$ cat src/rtl/cds_pkg.sv
package cds_pkg;
  typedef enum logic [1:0] {
    ST_AWAKE     = 2'd0,
    ST_SLEEP_REQ = 2'd1,
    ST_GATED     = 2'd2,
    ST_WAKING    = 2'd3
  } domState_e;

  localparam logic [1:0] TC_NO_SLEEP = 2'd0;
  localparam logic [1:0] TC_SW_SLEEP = 2'd1;
  localparam logic [1:0] TC_SW_WAKE  = 2'd2;
  localparam logic [1:0] TC_HW_AUTO  = 2'd3;

  localparam logic [1:0] MM_AUTO = 2'd1;
  localparam logic [1:0] MM_ON   = 2'd2;

  localparam logic [1:0] IS_FUNC     = 2'd0;
  localparam logic [1:0] IS_TRANS    = 2'd1;
  localparam logic [1:0] IS_IDLE     = 2'd2;
  localparam logic [1:0] IS_DISABLED = 2'd3;

  // strobes from the control FSM to the datapath
  typedef struct packed {
    logic monClear;
    logic monRun;
    logic reqIdle;
    logic waking;
    logic gated;
    logic awake;
  } ctrlStrobe_t;
endpackage

$ cat src/rtl/cds_datapath.sv
module cds_datapath
  import cds_pkg::*;
#(
  parameter int NUM_MOD    = 4,
  parameter int NUM_DEP    = 3,
  parameter int PRESCALE_W = 4,
  parameter int WIN_W      = 4,
  parameter int SEL_W      = 2
) (
  input  logic                   clk,
  input  logic                   rstN,
  input  ctrlStrobe_t            strobe,
  input  logic [2*NUM_MOD-1:0]   modMode,
  input  logic [WIN_W-1:0]       windowSize,
  input  logic [PRESCALE_W-1:0]  prescaleDiv,
  input  logic [NUM_DEP-1:0]     depEnable,
  input  logic [NUM_DEP-1:0]     depActive,
  input  logic                   busReq,
  input  logic [SEL_W-1:0]       busModSel,
  input  logic [NUM_MOD-1:0]     modWakeReq,
  input  logic [NUM_MOD-1:0]     idleAck,
  output logic                   windowDone,
  output logic [NUM_MOD-1:0]     autoMask,
  output logic                   forceOnAny,
  output logic                   depHold,
  output logic                   accessWake,
  output logic                   busGrant,
  output logic                   busErr,
  output logic [2*NUM_MOD-1:0]   idleStatus
);
  logic [1:0] modeArr [NUM_MOD];
  logic [NUM_MOD-1:0] onMask;

  logic [PRESCALE_W-1:0] prescCnt;
  logic [WIN_W-1:0]      idleTicks;
  logic                  tick;

  // inactivity monitor: prescaler plus saturating window counter
  assign tick       = (prescCnt == prescaleDiv);
  assign windowDone = (idleTicks == windowSize);

  always_ff @(posedge clk or negedge rstN) begin
    if (!rstN) begin
      prescCnt  <= '0;
      idleTicks <= '0;
    end else if (strobe.monClear || busReq) begin
      prescCnt  <= '0;
      idleTicks <= '0;
    end else if (strobe.monRun && !windowDone) begin
      if (tick) begin
        prescCnt  <= '0;
        idleTicks <= idleTicks + WIN_W'(1);
      end else begin
        prescCnt <= prescCnt + PRESCALE_W'(1);
      end
    end
  end

  // per-module decode and status
  for (genvar i = 0; i < NUM_MOD; i++) begin : g_mod
    assign modeArr[i]  = modMode[2*i +: 2];
    assign autoMask[i] = (modeArr[i] == MM_AUTO);
    assign onMask[i]   = (modeArr[i] == MM_ON);

    always_comb begin
      if (modeArr[i] == MM_ON) begin
        idleStatus[2*i +: 2] = IS_FUNC;
      end else if (modeArr[i] == MM_AUTO) begin
        if (strobe.awake)
          idleStatus[2*i +: 2] = IS_FUNC;
        else if (strobe.gated)
          idleStatus[2*i +: 2] = IS_IDLE;
        else if (strobe.reqIdle && idleAck[i])
          idleStatus[2*i +: 2] = IS_IDLE;
        else
          idleStatus[2*i +: 2] = IS_TRANS;
      end else begin
        idleStatus[2*i +: 2] = IS_DISABLED;
      end
    end
  end

  assign forceOnAny = |onMask;
  assign depHold    = |(depEnable & depActive);

  // bus access decode
  logic [1:0] selMode;
  logic       selWake;
  logic       accOk;

  always_comb begin
    selMode = 2'd0;
    selWake = 1'b0;
    for (int i = 0; i < NUM_MOD; i++) begin
      if (busModSel == SEL_W'(i)) begin
        selMode = modeArr[i];
        selWake = modWakeReq[i];
      end
    end
  end

  assign accOk      = (selMode == MM_AUTO) || (selMode == MM_ON) || selWake;
  assign busErr     = busReq && !accOk;
  assign busGrant   = busReq && accOk && strobe.awake;
  assign accessWake = busReq && (selMode == MM_AUTO);

  // waking strobe is folded into the status decode above as IS_TRANS
  logic unusedWaking;
  assign unusedWaking = strobe.waking;
endmodule

$ cat src/rtl/cds_ctrl.sv
module cds_ctrl
  import cds_pkg::*;
#(
  parameter int NUM_MOD = 4
) (
  input  logic               clk,
  input  logic               rstN,
  input  logic [1:0]         transCtrl,
  input  logic               windowDone,
  input  logic [NUM_MOD-1:0] autoMask,
  input  logic               forceOnAny,
  input  logic               depHold,
  input  logic               accessWake,
  input  logic               wakeAny,
  input  logic               busReq,
  input  logic [NUM_MOD-1:0] idleAck,
  output ctrlStrobe_t        strobe,
  output logic [NUM_MOD-1:0] idleReq,
  output logic               domClkEn,
  output logic               clkActivity
);
  domState_e state, stateNext;

  logic keepAwake, wakeEvt, sleepWanted, sleepOk, wakeNow, abortSleep;
  logic allAck, noAck;

  assign keepAwake   = forceOnAny || depHold;
  assign wakeEvt     = accessWake || wakeAny;
  assign sleepWanted = (transCtrl == TC_SW_SLEEP) ||
                       ((transCtrl == TC_HW_AUTO) && windowDone);
  assign sleepOk     = sleepWanted && !keepAwake && !wakeEvt && !busReq;
  assign wakeNow     = keepAwake || (transCtrl == TC_SW_WAKE) ||
                       ((transCtrl != TC_SW_SLEEP) && wakeEvt);
  assign abortSleep  = keepAwake || wakeEvt || busReq ||
                       (transCtrl == TC_NO_SLEEP) || (transCtrl == TC_SW_WAKE);
  assign allAck      = ((idleAck & autoMask) == autoMask);
  assign noAck       = ((idleAck & autoMask) == '0);

  always_comb begin
    stateNext = state;
    unique case (state)
      ST_AWAKE:     if (sleepOk) stateNext = ST_SLEEP_REQ;
      ST_SLEEP_REQ: begin
        if (abortSleep)  stateNext = ST_WAKING;
        else if (allAck) stateNext = ST_GATED;
      end
      ST_GATED:     if (wakeNow) stateNext = ST_WAKING;
      ST_WAKING:    if (noAck) stateNext = ST_AWAKE;
      default:      stateNext = ST_AWAKE;
    endcase
  end

  always_ff @(posedge clk or negedge rstN) begin
    if (!rstN) state <= ST_AWAKE;
    else       state <= stateNext;
  end

  always_comb begin
    strobe.awake    = (state == ST_AWAKE);
    strobe.reqIdle  = (state == ST_SLEEP_REQ);
    strobe.gated    = (state == ST_GATED);
    strobe.waking   = (state == ST_WAKING);
    strobe.monRun   = (state == ST_AWAKE);
    strobe.monClear = (state != ST_AWAKE) || (transCtrl != TC_HW_AUTO);
  end

  assign idleReq     = (strobe.reqIdle || strobe.gated) ? autoMask : '0;
  assign domClkEn    = !strobe.gated;
  assign clkActivity = !strobe.gated;
endmodule

$ cat src/rtl/clkdom_sleep_ctrl.sv
module clkdom_sleep_ctrl
  import cds_pkg::*;
#(
  parameter int NUM_MOD    = 4,
  parameter int NUM_DEP    = 3,
  parameter int PRESCALE_W = 4,
  localparam int WIN_W     = 4,
  localparam int SEL_W     = (NUM_MOD > 1) ? $clog2(NUM_MOD) : 1
) (
  input  logic                  clk,
  input  logic                  rstN,
  input  logic [1:0]            transCtrl,
  input  logic [2*NUM_MOD-1:0]  modMode,
  input  logic [WIN_W-1:0]      windowSize,
  input  logic [PRESCALE_W-1:0] prescaleDiv,
  input  logic [NUM_DEP-1:0]    depEnable,
  input  logic [NUM_DEP-1:0]    depActive,
  input  logic                  busReq,
  input  logic [SEL_W-1:0]      busModSel,
  input  logic [NUM_MOD-1:0]    modWakeReq,
  input  logic [NUM_MOD-1:0]    idleAck,
  output logic [NUM_MOD-1:0]    idleReq,
  output logic [2*NUM_MOD-1:0]  idleStatus,
  output logic                  domClkEn,
  output logic                  clkActivity,
  output logic                  busGrant,
  output logic                  busErr
);
  ctrlStrobe_t        strobe;
  logic               windowDone, forceOnAny, depHold, accessWake;
  logic [NUM_MOD-1:0] autoMask;

  cds_datapath #(
    .NUM_MOD(NUM_MOD), .NUM_DEP(NUM_DEP), .PRESCALE_W(PRESCALE_W),
    .WIN_W(WIN_W), .SEL_W(SEL_W)
  ) u_dp (
    .clk(clk), .rstN(rstN), .strobe(strobe), .modMode(modMode),
    .windowSize(windowSize), .prescaleDiv(prescaleDiv),
    .depEnable(depEnable), .depActive(depActive), .busReq(busReq),
    .busModSel(busModSel), .modWakeReq(modWakeReq), .idleAck(idleAck),
    .windowDone(windowDone), .autoMask(autoMask), .forceOnAny(forceOnAny),
    .depHold(depHold), .accessWake(accessWake), .busGrant(busGrant),
    .busErr(busErr), .idleStatus(idleStatus)
  );

  cds_ctrl #(.NUM_MOD(NUM_MOD)) u_ctrl (
    .clk(clk), .rstN(rstN), .transCtrl(transCtrl), .windowDone(windowDone),
    .autoMask(autoMask), .forceOnAny(forceOnAny), .depHold(depHold),
    .accessWake(accessWake), .wakeAny(|modWakeReq), .busReq(busReq),
    .idleAck(idleAck), .strobe(strobe), .idleReq(idleReq),
    .domClkEn(domClkEn), .clkActivity(clkActivity)
  );
endmodule

$ cat config.mk
export PLATFORM = sky130hd
export DESIGN_NAME = clkdom_sleep_ctrl
export DESIGN_NICKNAME = d
export VERILOG_FILES = /design/src/rtl/cds_pkg.sv /design/src/rtl/cds_datapath.sv /design/src/rtl/cds_ctrl.sv /design/src/rtl/clkdom_sleep_ctrl.sv
export SDC_FILE = /design/constraint.sdc
export NUM_CORES = 1
export LEC_CHECK = 0
export ABC_AREA = 1
export BUFFER_PORTS_ARGS = -buffer_cell sky130_fd_sc_hd__buf_2
export CORE_ASPECT_RATIO = 1.2
export CORE_MARGIN = 4
export CORE_UTILIZATION = 38
export CTS_BUF_LIST = sky130_fd_sc_hd__clkbuf_8 sky130_fd_sc_hd__clkbuf_16
export DETAILED_ROUTE_END_ITERATION = 8
export PLACE_DENSITY = 0.65
export SYNTH_ARGS = -nofsm -noshare
export SYNTH_HDL_FRONTEND = slang
export SYNTH_SLANG_ARGS = --single-unit
$ cat constraint.sdc
create_clock -name clk -period 5 [get_ports clk]
set_clock_uncertainty 0.2 [all_clocks]
set_input_delay 0.5 -clock clk [delete_from_list [all_inputs] [get_ports clk]]
set_output_delay 0.5 -clock clk [all_outputs]
set_load 0.02 [all_outputs]
==> run_results.csv <==
group,metric,value,unit
run_status,outcome,"complete, no violations",
timing,finalCritPeriodShare,0.508,
power_and_ir_drop,p_leak,0.923,nW
hold_path,hold_start,"u_dp.prescCnt[0]$_DFFE_PN0P_",
floorplan,initial_core_util,0.409,
placement,io_buffers,52,
timing,drv_slew,0,
global_route,grt_max_degree,11,
synth,syn_nets,261,
critical_path,critPathRequiredTime,4.30,ns
power_and_ir_drop,p_switching,0.000235,W
timing,setup_viol,0,
critical_path,critPathTopFamily,"flip-flops",
critical_path,worstSetupPathType,"flop to output port",
floorplan,design.core.area,3170,um^2
timing,hold_viol,0,
critical_path,r2r_slack,3.07,ns
critical_path,reg2reg_depth,8,
synth,synthDistinctLibCells,28,
clock_tree,cts_tree,"done",
global_route,grt_usage,0.151,
power_and_ir_drop,p_per_area,291,nW/um^2
drt,drtAntennaViolNets,0,
drt,wire_per_inst,10.4,um
critical_path,crit_chain,"inv_1 -> ha_1 -> nor2_1 -> a21oi_1 -> a21oi_1 -> buf_2",
final_layout,post-route-util,0.520,
power_and_ir_drop,share_comb_of_total_power,0.607,
drt,drt-pass1-iter-count,4,
floorplan,die_y,72.0,um
timing,tightest_slew,0.299,ns
power_and_ir_drop,switching_share,0.490,
drt,routed_wl,3220,um
critical_path,cp_data_arrival_time,1.84,ns
synth,ys_ff_latch,10,
synth,syn_inst,217,
critical_path,start_kind,"flop",
power_and_ir_drop,intPower,0.000244,W
global_route,grt_antenna_before_repair,0,
synth,avgSynthCellArea,5.97,um^2
drt,drc,0,
job,drv_cap,0,
global_route,grt_pass1_vias,1381,
critical_path,critPathBufInv,2,
clock_tree,cts_buffers,3,
synth,synth_seq_area_share,0.193,
power_and_ir_drop,clkPwrFrac,0.171,
hold_path,holdPathStages,1,
critical_path,regToRegStartpoint,"u_ctrl.state[0]$_DFFE_PN0P_",
placement,dpl_cell_area,1590,um^2
global_route,grt_pass1_wl,5350,um
power_and_ir_drop,peakVddDrop,0.000217,V
critical_path,slowest_stage,"dfrtp_1",
critical_path,critical_path.max_stage_delay,0.44,ns
clock_tree,clk_pin_slew,0.04,ns
floorplan,io_pins,53,
timing,slew_headroom,0.800,
final_layout,num_antenna_cells,0,
clock_tree,h-tree-depth,1,
final_layout,stdcell_area,1650,um^2
floorplan,die_width,61.3,um
timing,rsz0062_at_grt,"no",
critical_path,worstPathMaxFanout,6,
timing,fmax,394,MHz
final_layout,synthToLayoutAreaGrowth,26.9,%
hold_path,worstHoldEndpoint,"u_dp.prescCnt[0]$_DFFE_PN0P_",
timing,min_period,2.54,ns
floorplan,core.rowCount,22,
drt,vias_per_cell,4.80,
synth,synth_area,1300,um^2
placement,dpl.hpwl,2850,um
final_layout,layout_common_cells,"58 x nand2_1, 52 x buf_2, 39 x inv_1",
clock_tree,cts.sinks,10,
final_layout,final_nets,318,
clock_tree,cts_setup_buffers,0,
hold_path,hold_path.class,"flop to flop",
critical_path,r2r-end,"u_dp.prescCnt[3]$_DFFE_PN0P_",
critical_path,endpoint_kind,"output port",
critical_path,crit_top_cell,"a21oi_1",
final_layout,drive_above_1_share,0.287,
clock_tree,cts_max_path_buffers,2,
floorplan,fp.dieArea,4410,um^2
drt,num_vias,1478,
synth,yosysWarningCount,0,
power_and_ir_drop,seqPwrFrac,0.222,
clock_tree,insertion_delay,0.23,ns
placement,gp_congestion,0.853,
drt,drtIter0Drc,67,
timing,setup_tns,0,ns
global_route,grt_overflow,0,
clock_tree,cts_root_buf,"clkbuf_8",
final_layout,mostFrequentLayoutCell,"nand2_1",
worst reg2reg max path, delay by kind of cell, from the launching register on:
kind / cells / cell delay, ns
buffers and inverters: 3 / 0.37
AND/OR/NAND/NOR: 4 / 0.53
flip-flops: 1 / 0.44
adder cells (fa/ha/maj): 1 / 0.32
power by group through the flow:
stage	Combinational [W]	Clock (W)	Sequential, W
floorplan	0.000209	0	0.000103
global placement	0.000292	0	0.000107
detailed placement	0.000293	0	0.000107
CTS	0.000294	0.0000841	0.000106
global route	0.000330	0.0000879	0.000108
finish	0.000291	0.0000821	0.000107
cell usage after synthesis (all sizes together):
cell type / n / area, um^2
a21oi: 11 / 55.1
a31oi: 1 / 6.26
a32oi: 1 / 8.76
and3: 2 / 13.8
buf: 1 / 7.51
dfrtp: 10 / 250
ha: 7 / 87.6
inv: 44 / 168
mux2i: 1 / 10.0
nand2: 63 / 254
nand3: 16 / 103
nand4: 4 / 25.0
nor2: 32 / 148
nor3: 2 / 20.0
o21ai: 11 / 55.1
o22ai: 3 / 18.8
o31ai: 3 / 22.5
xor2: 5 / 43.8
how the worst max path moves through the flow:
stage / startpoint / to / slack (ns) / cells after the start
after floorplan: busModSel[1] / busErr / 2.77 / 8
after global placement: busModSel[1] / busGrant / 2.54 / 10
after global routing: u_ctrl.state[0]$_DFFE_PN0P_ / idleStatus[2] / 2.30 / 6
after CTS: u_ctrl.state[0]$_DFFE_PN0P_ / idleStatus[6] / 2.46 / 6
final: u_ctrl.state[0]$_DFFE_PN0P_ / idleStatus[6] / 2.46 / 6
after detailed placement: busModSel[1] / busGrant / 2.52 / 10
per-layer routing:
layer | global-route usage | vias to the layer above | share of wire
li1 | - | 791 | -
met4 | 0.0337 | 0 | 0.0072
met5 | 0 | - | 0
met2 | 0.267 | 50 | 0.49
met3 | 0.0320 | 6 | 0.076
met1 | 0.183 | 631 | 0.42
final cells by class:
cell class	count	area (um^2)
clock buffer	3	41.3
timing repair buffer	53	270
fill	344	1520
inverter	44	168
sequential	10	250
tap	36	45.0
multi-input combinational	162	871
sequential cells by signal, indices dropped and copies added (netlist names):
register / cells
u_dp.idleTicks: 4
u_dp.prescCnt: 4
u_ctrl.state: 2
kinds of logic after synthesis:
group / share of synthesized area
AO/OA/AOI/OAI: 0.128
XOR/XNOR: 0.0338
adder cells (fa/ha/maj): 0.0676
buffers and inverters: 0.135
flip-flops: 0.193
multiplexers: 0.00772
AND/OR/NAND/NOR: 0.434
repair_timing:
| item | 4_1_cts | 5_1_grt |
|---|---|---|
| hold endpoints to repair | 10 | 0 |
| gates resized for setup | 0 | 0 |
| hold buffers | 1 | 0 |
metrics by stage:
step           hold WS (ns)  worst slack, ns  total power (W)  cells
3_3_place_gp          0.174             2.54         0.000399    304
3_5_place_dp          0.178             2.52         0.000400    304
2_1_floorplan       0.00441             2.77         0.000312    217
4_1_cts               0.344             2.46         0.000484    308
6_report              0.337             2.46         0.000479    308
5_1_grt               0.367             2.30         0.000526    308
(Power assumes the default switching activity.)
